**config.mk**
```make
export PLATFORM = sky130hd
export DESIGN_NAME = split_rsp_reassembler
export DESIGN_NICKNAME = d
export VERILOG_FILES = /design/src/rtl/split_rsp_pkg.sv /design/src/rtl/split_rsp_send_window.sv /design/src/rtl/split_rsp_track.sv /design/src/rtl/split_rsp_merge.sv /design/src/rtl/split_rsp_reassembler.sv
export SDC_FILE = /design/constraint.sdc
export NUM_CORES = 1
export LEC_CHECK = 0
export ABC_AREA = 1
export BUFFER_PORTS_ARGS = -buffer_cell sky130_fd_sc_hd__clkbuf_2
export CAP_MARGIN = 20
export CORE_MARGIN = 4
export CORE_UTILIZATION = 53
export DETAILED_ROUTE_END_ITERATION = 10
export PLACE_DENSITY = 0.81
export SLEW_MARGIN = 0
export SYNTH_ARGS = -nofsm -noshare
export SYNTH_HDL_FRONTEND = slang
export SYNTH_SLANG_ARGS = --single-unit
export TNS_END_PERCENT = 1
```
**constraint.sdc**
```tcl
create_clock -name clk -period 4.2 [get_ports clk]
set_input_delay 0.63 -clock clk [delete_from_list [all_inputs] [get_ports clk]]
set_output_delay 0.63 -clock clk [all_outputs]
set_load 0.01 [all_outputs]
```
**src/rtl/split_rsp_pkg.sv**
```systemverilog
package split_rsp_pkg;

  // Send window for an access of nf fragments: one packet in flight when unsplit.
  function automatic int unsigned window_for(int unsigned nf, int unsigned split_win);
    return (nf == 1) ? 1 : split_win;
  endfunction

  // Fragment that supplies merged byte k for a given base offset.
  function automatic int unsigned src_frag(int unsigned k, int unsigned off, int unsigned line);
    return (k + off) / line;
  endfunction

endpackage

```
**src/rtl/split_rsp_send_window.sv**
```systemverilog
module split_rsp_send_window #(
  parameter int MAX_FRAGS = 4,
  parameter int WINDOW    = 2,
  localparam int CW = $clog2(MAX_FRAGS + 1),
  localparam int IW = (MAX_FRAGS > 1) ? $clog2(MAX_FRAGS) : 1
) (
  input  logic          clk,
  input  logic          rst_n,
  input  logic          clear,
  input  logic          active,
  input  logic [CW-1:0] nfrag,
  input  logic [CW-1:0] rcv_cnt,
  input  logic          take,
  input  logic          pkt_ready,
  input  logic          retry,
  output logic          pkt_valid,
  output logic [IW-1:0] pkt_idx,
  output logic [CW-1:0] sent_cnt
);
  logic [CW-1:0] out_q;
  logic          blk_q;
  logic [CW-1:0] lim;
  logic          accept;

  always_comb begin
    lim       = CW'(split_rsp_pkg::window_for(int'(nfrag), WINDOW));
    sent_cnt  = rcv_cnt + out_q;
    pkt_valid = active && !blk_q && (sent_cnt < nfrag) && (out_q < lim);
    pkt_idx   = IW'(sent_cnt);
    accept    = pkt_valid && pkt_ready;
  end

  always_ff @(posedge clk) begin
    if (!rst_n || clear) begin
      out_q <= '0;
      blk_q <= 1'b0;
    end else begin
      out_q <= out_q + CW'(accept) - CW'(take);
      if (blk_q) begin
        if (retry) blk_q <= 1'b0;
      end else if (pkt_valid && !pkt_ready) begin
        blk_q <= 1'b1;
      end
    end
  end
endmodule

```
**src/rtl/split_rsp_track.sv**
```systemverilog
module split_rsp_track #(
  parameter int MAX_FRAGS = 4,
  localparam int CW = $clog2(MAX_FRAGS + 1),
  localparam int IW = (MAX_FRAGS > 1) ? $clog2(MAX_FRAGS) : 1
) (
  input  logic          clk,
  input  logic          rst_n,
  input  logic          clear,
  input  logic          active,
  input  logic          rsp_valid,
  input  logic [IW-1:0] rsp_idx,
  input  logic [CW-1:0] sent_cnt,
  output logic          take,
  output logic [CW-1:0] rcv_cnt,
  output logic          err
);
  logic [MAX_FRAGS-1:0] got_q;
  logic                 in_range;

  always_comb begin
    in_range = CW'(rsp_idx) < sent_cnt;
    take     = rsp_valid && active && in_range && !got_q[rsp_idx];
  end

  always_ff @(posedge clk) begin
    if (!rst_n) begin
      got_q   <= '0;
      rcv_cnt <= '0;
      err     <= 1'b0;
    end else begin
      err <= rsp_valid && !take;
      if (clear) begin
        got_q   <= '0;
        rcv_cnt <= '0;
      end else if (take) begin
        got_q[rsp_idx] <= 1'b1;
        rcv_cnt        <= rcv_cnt + CW'(1);
      end
    end
  end
endmodule

```
**src/rtl/split_rsp_merge.sv**
```systemverilog
module split_rsp_merge #(
  parameter int LINE_BYTES = 4,
  parameter int MAX_FRAGS  = 4,
  localparam int ACC = LINE_BYTES * MAX_FRAGS,
  localparam int LB  = $clog2(LINE_BYTES),
  localparam int SW  = $clog2(ACC + LINE_BYTES),
  localparam int IW  = (MAX_FRAGS > 1) ? $clog2(MAX_FRAGS) : 1
) (
  input  logic                    clk,
  input  logic                    rst_n,
  input  logic                    clear,
  input  logic                    take,
  input  logic [IW-1:0]           rsp_idx,
  input  logic [LB-1:0]           base_off,
  input  logic [8*LINE_BYTES-1:0] rsp_data,
  output logic [8*ACC-1:0]        merged
);
  logic [7:0] byte_q [ACC];

  for (genvar k = 0; k < ACC; k++) begin : g_byte
    logic [SW-1:0] pos;
    logic          hit;
    logic [7:0]    lane_byte;
    always_comb begin
      pos       = SW'(k) + SW'(base_off);
      hit       = take && (pos[SW-1:LB] == (SW-LB)'(rsp_idx));
      lane_byte = rsp_data[int'(pos[LB-1:0])*8 +: 8];
    end
    always_ff @(posedge clk) begin
      if (!rst_n || clear) byte_q[k] <= 8'h00;
      else if (hit)        byte_q[k] <= lane_byte;
    end
    assign merged[k*8 +: 8] = byte_q[k];
  end
endmodule

```
**src/rtl/split_rsp_reassembler.sv**
```systemverilog
module split_rsp_reassembler #(
  parameter int LINE_BYTES = 4,
  parameter int MAX_FRAGS  = 4,
  parameter int WINDOW     = 2,
  localparam int CW  = $clog2(MAX_FRAGS + 1),
  localparam int IW  = (MAX_FRAGS > 1) ? $clog2(MAX_FRAGS) : 1,
  localparam int LB  = $clog2(LINE_BYTES),
  localparam int ACC = LINE_BYTES * MAX_FRAGS
) (
  input  logic                    clk,
  input  logic                    rst_n,
  input  logic                    start_i,
  input  logic [CW-1:0]           nfrag_i,
  input  logic [LB-1:0]           base_off_i,
  output logic                    pkt_valid_o,
  input  logic                    pkt_ready_i,
  output logic [IW-1:0]           pkt_idx_o,
  input  logic                    retry_i,
  input  logic                    rsp_valid_i,
  input  logic [IW-1:0]           rsp_idx_i,
  input  logic [8*LINE_BYTES-1:0] rsp_data_i,
  input  logic                    stale_set_i,
  output logic                    stale_o,
  output logic                    err_o,
  output logic                    busy_o,
  output logic                    out_valid_o,
  input  logic                    out_ready_i,
  output logic [8*ACC-1:0]        out_data_o
);
  logic          busy_q, stale_q;
  logic [CW-1:0] nf_q;
  logic [LB-1:0] off_q;
  logic          start_ok, complete, take, last_take;
  logic [CW-1:0] rcv_cnt, sent_cnt;

  always_comb begin
    start_ok  = start_i && !busy_q && (nfrag_i != '0) && (nfrag_i <= CW'(MAX_FRAGS));
    complete  = busy_q && (rcv_cnt == nf_q);
    last_take = take && ((rcv_cnt + CW'(1)) == nf_q);
  end

  always_ff @(posedge clk) begin
    if (!rst_n) begin
      busy_q  <= 1'b0;
      stale_q <= 1'b0;
      nf_q    <= '0;
      off_q   <= '0;
    end else begin
      if (start_ok) begin
        busy_q <= 1'b1;
        nf_q   <= nfrag_i;
        off_q  <= base_off_i;
      end else if (complete && out_ready_i) begin
        busy_q <= 1'b0;
      end
      if (start_ok || last_take)                   stale_q <= 1'b0;
      else if (stale_set_i && busy_q && !complete) stale_q <= 1'b1;
    end
  end

  split_rsp_send_window #(.MAX_FRAGS(MAX_FRAGS), .WINDOW(WINDOW)) u_send (
    .clk(clk), .rst_n(rst_n), .clear(start_ok), .active(busy_q),
    .nfrag(nf_q), .rcv_cnt(rcv_cnt), .take(take),
    .pkt_ready(pkt_ready_i), .retry(retry_i),
    .pkt_valid(pkt_valid_o), .pkt_idx(pkt_idx_o), .sent_cnt(sent_cnt)
  );

  split_rsp_track #(.MAX_FRAGS(MAX_FRAGS)) u_track (
    .clk(clk), .rst_n(rst_n), .clear(start_ok), .active(busy_q),
    .rsp_valid(rsp_valid_i), .rsp_idx(rsp_idx_i), .sent_cnt(sent_cnt),
    .take(take), .rcv_cnt(rcv_cnt), .err(err_o)
  );

  split_rsp_merge #(.LINE_BYTES(LINE_BYTES), .MAX_FRAGS(MAX_FRAGS)) u_merge (
    .clk(clk), .rst_n(rst_n), .clear(start_ok), .take(take),
    .rsp_idx(rsp_idx_i), .base_off(off_q), .rsp_data(rsp_data_i),
    .merged(out_data_o)
  );

  assign busy_o      = busy_q;
  assign stale_o     = stale_q;
  assign out_valid_o = complete;
endmodule

```
==> impl_metrics.env <==
export IMPL_path_class="reg -> out"
export IMPL_use_met1_pct=30.5
export IMPL_antenna_found_initial=0
export IMPL_rows=41
export IMPL_busiest_layer="met2"
export IMPL_htree_num_levels=4
export IMPL_ff2ff_path_depth=14
export IMPL_synth_async_sr_flop_share_pct=0
export IMPL_vias_per_cell=5.27
export IMPL_synth_distinct_cells=33
export IMPL_worst_slew_pin_slew_ps=1010
export IMPL_synth_ff_type="edfxtp_1"
export IMPL_syn_to_final_growth_pct=23.7
export IMPL_cts_setup_buffers=0
export IMPL_hold_class="reg -> reg"
export IMPL_cts_root_buf="clkbuf_16"
export IMPL_synth_seq_area_share_pct=62.3
export IMPL_use_met2_pct=40.2
export IMPL_layout_nets=892
export IMPL_dp_cells=986
export IMPL_grt_pass1_vias=4999
export IMPL_post_route_period_util_pct=77.6
export IMPL_grt_max_degree=95
export IMPL_leakagePower_nw=3.71
export IMPL_hold_slack_ps=457
export IMPL_cts_hold_buf=0
export IMPL_cts_buffers=17
export IMPL_reg2reg_to="u_send.out_q[2]"
export IMPL_status="finished clean"
export IMPL_initial_core_util_pct=53.9
export IMPL_synth_edf_count=128
export IMPL_grt_use_total_pct=24.1
export IMPL_syn_inst=657
export IMPL_finClkSkew_ps=10.1
export IMPL_hpwl_um=12600
export IMPL_r2r_slack_ps=1020
export IMPL_required_ps=3570
export IMPL_num_io_pins=182
export IMPL_yosysWarningCount=0
export IMPL_dr_pass1_iters=5
export IMPL_relSlewSlack_pct=32.4
export IMPL_netlist_area_leader_share_pct=56.7
export IMPL_core_um2=12600
export IMPL_synth_area_leader_cell="edfxtp_1"
export IMPL_grt_setup_unrepaired="false"
export IMPL_cts_buffer_depth=2
export IMPL_wl_um=17200
export IMPL_drt_iter0_drc=482
export IMPL_vias=5363
export IMPL_cp_max_fo=5
export IMPL_dieWidth_um=121
export IMPL_grt_pass1_wl_um=26600
export IMPL_hold_viol_final=0
export IMPL_fillers=991
export IMPL_clkTransAtPathRegs_ps=60
export IMPL_crit_path_end="pkt_valid_o"
export IMPL_syn_area_um2=6780
export IMPL_startpoint="u_track.rcv_cnt[0]"
export IMPL_dieHeight_um=121
export IMPL_final_max_slew_viol_count=0
export IMPL_avgRoutedWirePerCell_um=16.9
export IMPL_grt_util_met3_pct=4.43
export IMPL_grt_overflow_total=0
export IMPL_cp_arrival_ps=2630
export IMPL_start_kind="flip-flop"
export IMPL_synth_nets=716
export IMPL_finalSetupViolCount=0
export IMPL_max_freq_mhz=307
export IMPL_drcViolationCount=0
export IMPL_synth_avg_cell_area_um2=10.3
export IMPL_power_density_nw_per_um2=448
export IMPL_post_cts_resized=0
export IMPL_ant_nets=0
export IMPL_final_cells=1018
export IMPL_cts_tree="yes"
export IMPL_maxCapViolations=0
export IMPL_drive_gt1_share_pct=31.1
export IMPL_portBuffers=181
export IMPL_cts_sinks=147
export IMPL_vdd_drop_max_mv=0.278
export IMPL_die_area_um2=14700
export IMPL_clock_latency_ps=430
export IMPL_setup_tns_ps=0
export IMPL_fin_crit_ps=3260
export IMPL_synth_seq_cells=147
export IMPL_synthTopCellsByArea="edfxtp_1, nand2_1, nor3_1"
export IMPL_end_kind="output port"
export IMPL_gp_congestion=0.903
export IMPL_diodes=0
export IMPL_r2r_start="u_track.rcv_cnt[0]"
==> cell families (layout without fill, tap and decap cells) <==
group | after synthesis | in the layout | share of synthesized area, %
flops | 147 | 147 | 62.3
fa+ha+maj | 12 | 12 | 2.44
simple gates | 343 | 343 | 23.8
compound gates | 67 | 67 | 5.13
buf+inv | 78 | 267 | 5.02
xor+xnor | 10 | 10 | 1.29
==> worst min-delay path by stage <==
| stage | start | endpoint | slack (ps) | depth (start not counted) |
|---|---|---|---|---|
| global route | rsp_valid_i | u_track.err | 480 | 3 |
| CTS | rsp_valid_i | u_track.err | 450 | 3 |
| finish | u_track.got_q[0] | u_track.got_q[0] | 460 | 2 |
| floorplan | u_track.got_q[3] | u_track.got_q[3] | 430 | 2 |
| global placement | u_track.got_q[3] | u_track.got_q[3] | 440 | 2 |
| detailed placement | u_track.got_q[0] | u_track.got_q[0] | 450 | 2 |
==> cell usage after synthesis, types with 2 or more instances <==
master,n
nand2_1,144
nand4_1,3
nand3_1,5
or2_2,9
a21boi_0,2
xnor2_1,4
buf_6,2
inv_2,3
fa_1,2
xor2_1,6
nor3_1,89
dfxtp_1,19
clkbuf_1,18
buf_1,4
o21ai_0,45
buf_2,3
inv_1,44
nor2_4,11
nand2_2,10
a21oi_1,17
ha_1,10
nand3_2,7
edfxtp_1,128
a211oi_1,2
buf_8,2
nor2_1,61
==> cell usage in the layout, fill, tap and decap left out, types with 3 or more instances in the layout <==
master	count
o21ai_0	45
edfxtp_1	128
xor2_1	6
nor3_1	89
clkbuf_16	17
inv_6	4
clkinv_4	4
nand2_1	143
dfxtp_1	19
nand3_2	7
inv_1	44
ha_1	10
inv_2	3
or2_2	9
nor2_1	61
nand4_1	3
nand2_2	11
clkbuf_2	181
xnor2_1	4
nand3_1	5
buf_4	6
a21oi_1	17
nor2_4	11
==> stage by stage <==
stage          utilization [%]  total power, mW  cell area [um2]  setup slack [ps]
2_1_floorplan                -             2.05             6780               967
6_report                  66.7             3.76             8390               941
5_1_grt                   66.7             3.88             8390               701
4_1_cts                   66.7             3.77             8390               908
3_5_place_dp              62.0             2.26             7790              1040
3_3_place_gp              62.0             2.25             7790              1120
==> worst max-delay path: stages, from the launching register on <==
cell      delay [ps]
dfxtp_1          360
ha_1             240
fa_1             400
inv_1             70
nand2_1           60
nand2_1           70
nand2_1           40
nand2_1           90
inv_1             60
ha_1             170
nor2_1            90
nor3b_1          180
nand2_1          100
nor2_1           130
clkbuf_2         150
==> power breakdown <==
group	internal (mW)	switching, mW
Clock	0.891	0.635
Sequential	1.68	0.0407
Combinational	0.142	0.374
==> sequential cells by signal, indices dropped and copies added, names as in the netlist <==
name / cells
u_merge.byte_q: 128
u_track.got_q: 4
nf_q: 3
u_send.out_q: 3
u_track.rcv_cnt: 3
off_q: 2
busy_o: 1
stale_o: 1
u_send.blk_q: 1
u_track.err: 1
==> layer usage <==
| layer | vias to the layer above | wire, um |
|---|---|---|
| li1 | 2606 | - |
| met1 | 2477 | 6970 |
| met2 | 233 | 8620 |
| met3 | 47 | 1040 |
| met4 | 0 | 566 |
| met5 | - | 0 |
==> cell type report <==
| class | count | area, um2 | share of cell area, % |
|---|---|---|---|
| repair buffers | 187 | 951 | 11.3 |
| flip-flops and latches | 147 | 4220 | 50.4 |
| inverters | 48 | 183 | 2.18 |
| clock inverters | 15 | 173 | 2.06 |
| well taps | 172 | 215 | 2.57 |
| multi-input cells | 432 | 2220 | 26.4 |
| clock buffers | 17 | 425 | 5.07 |
(Power assumes the default switching activity.)
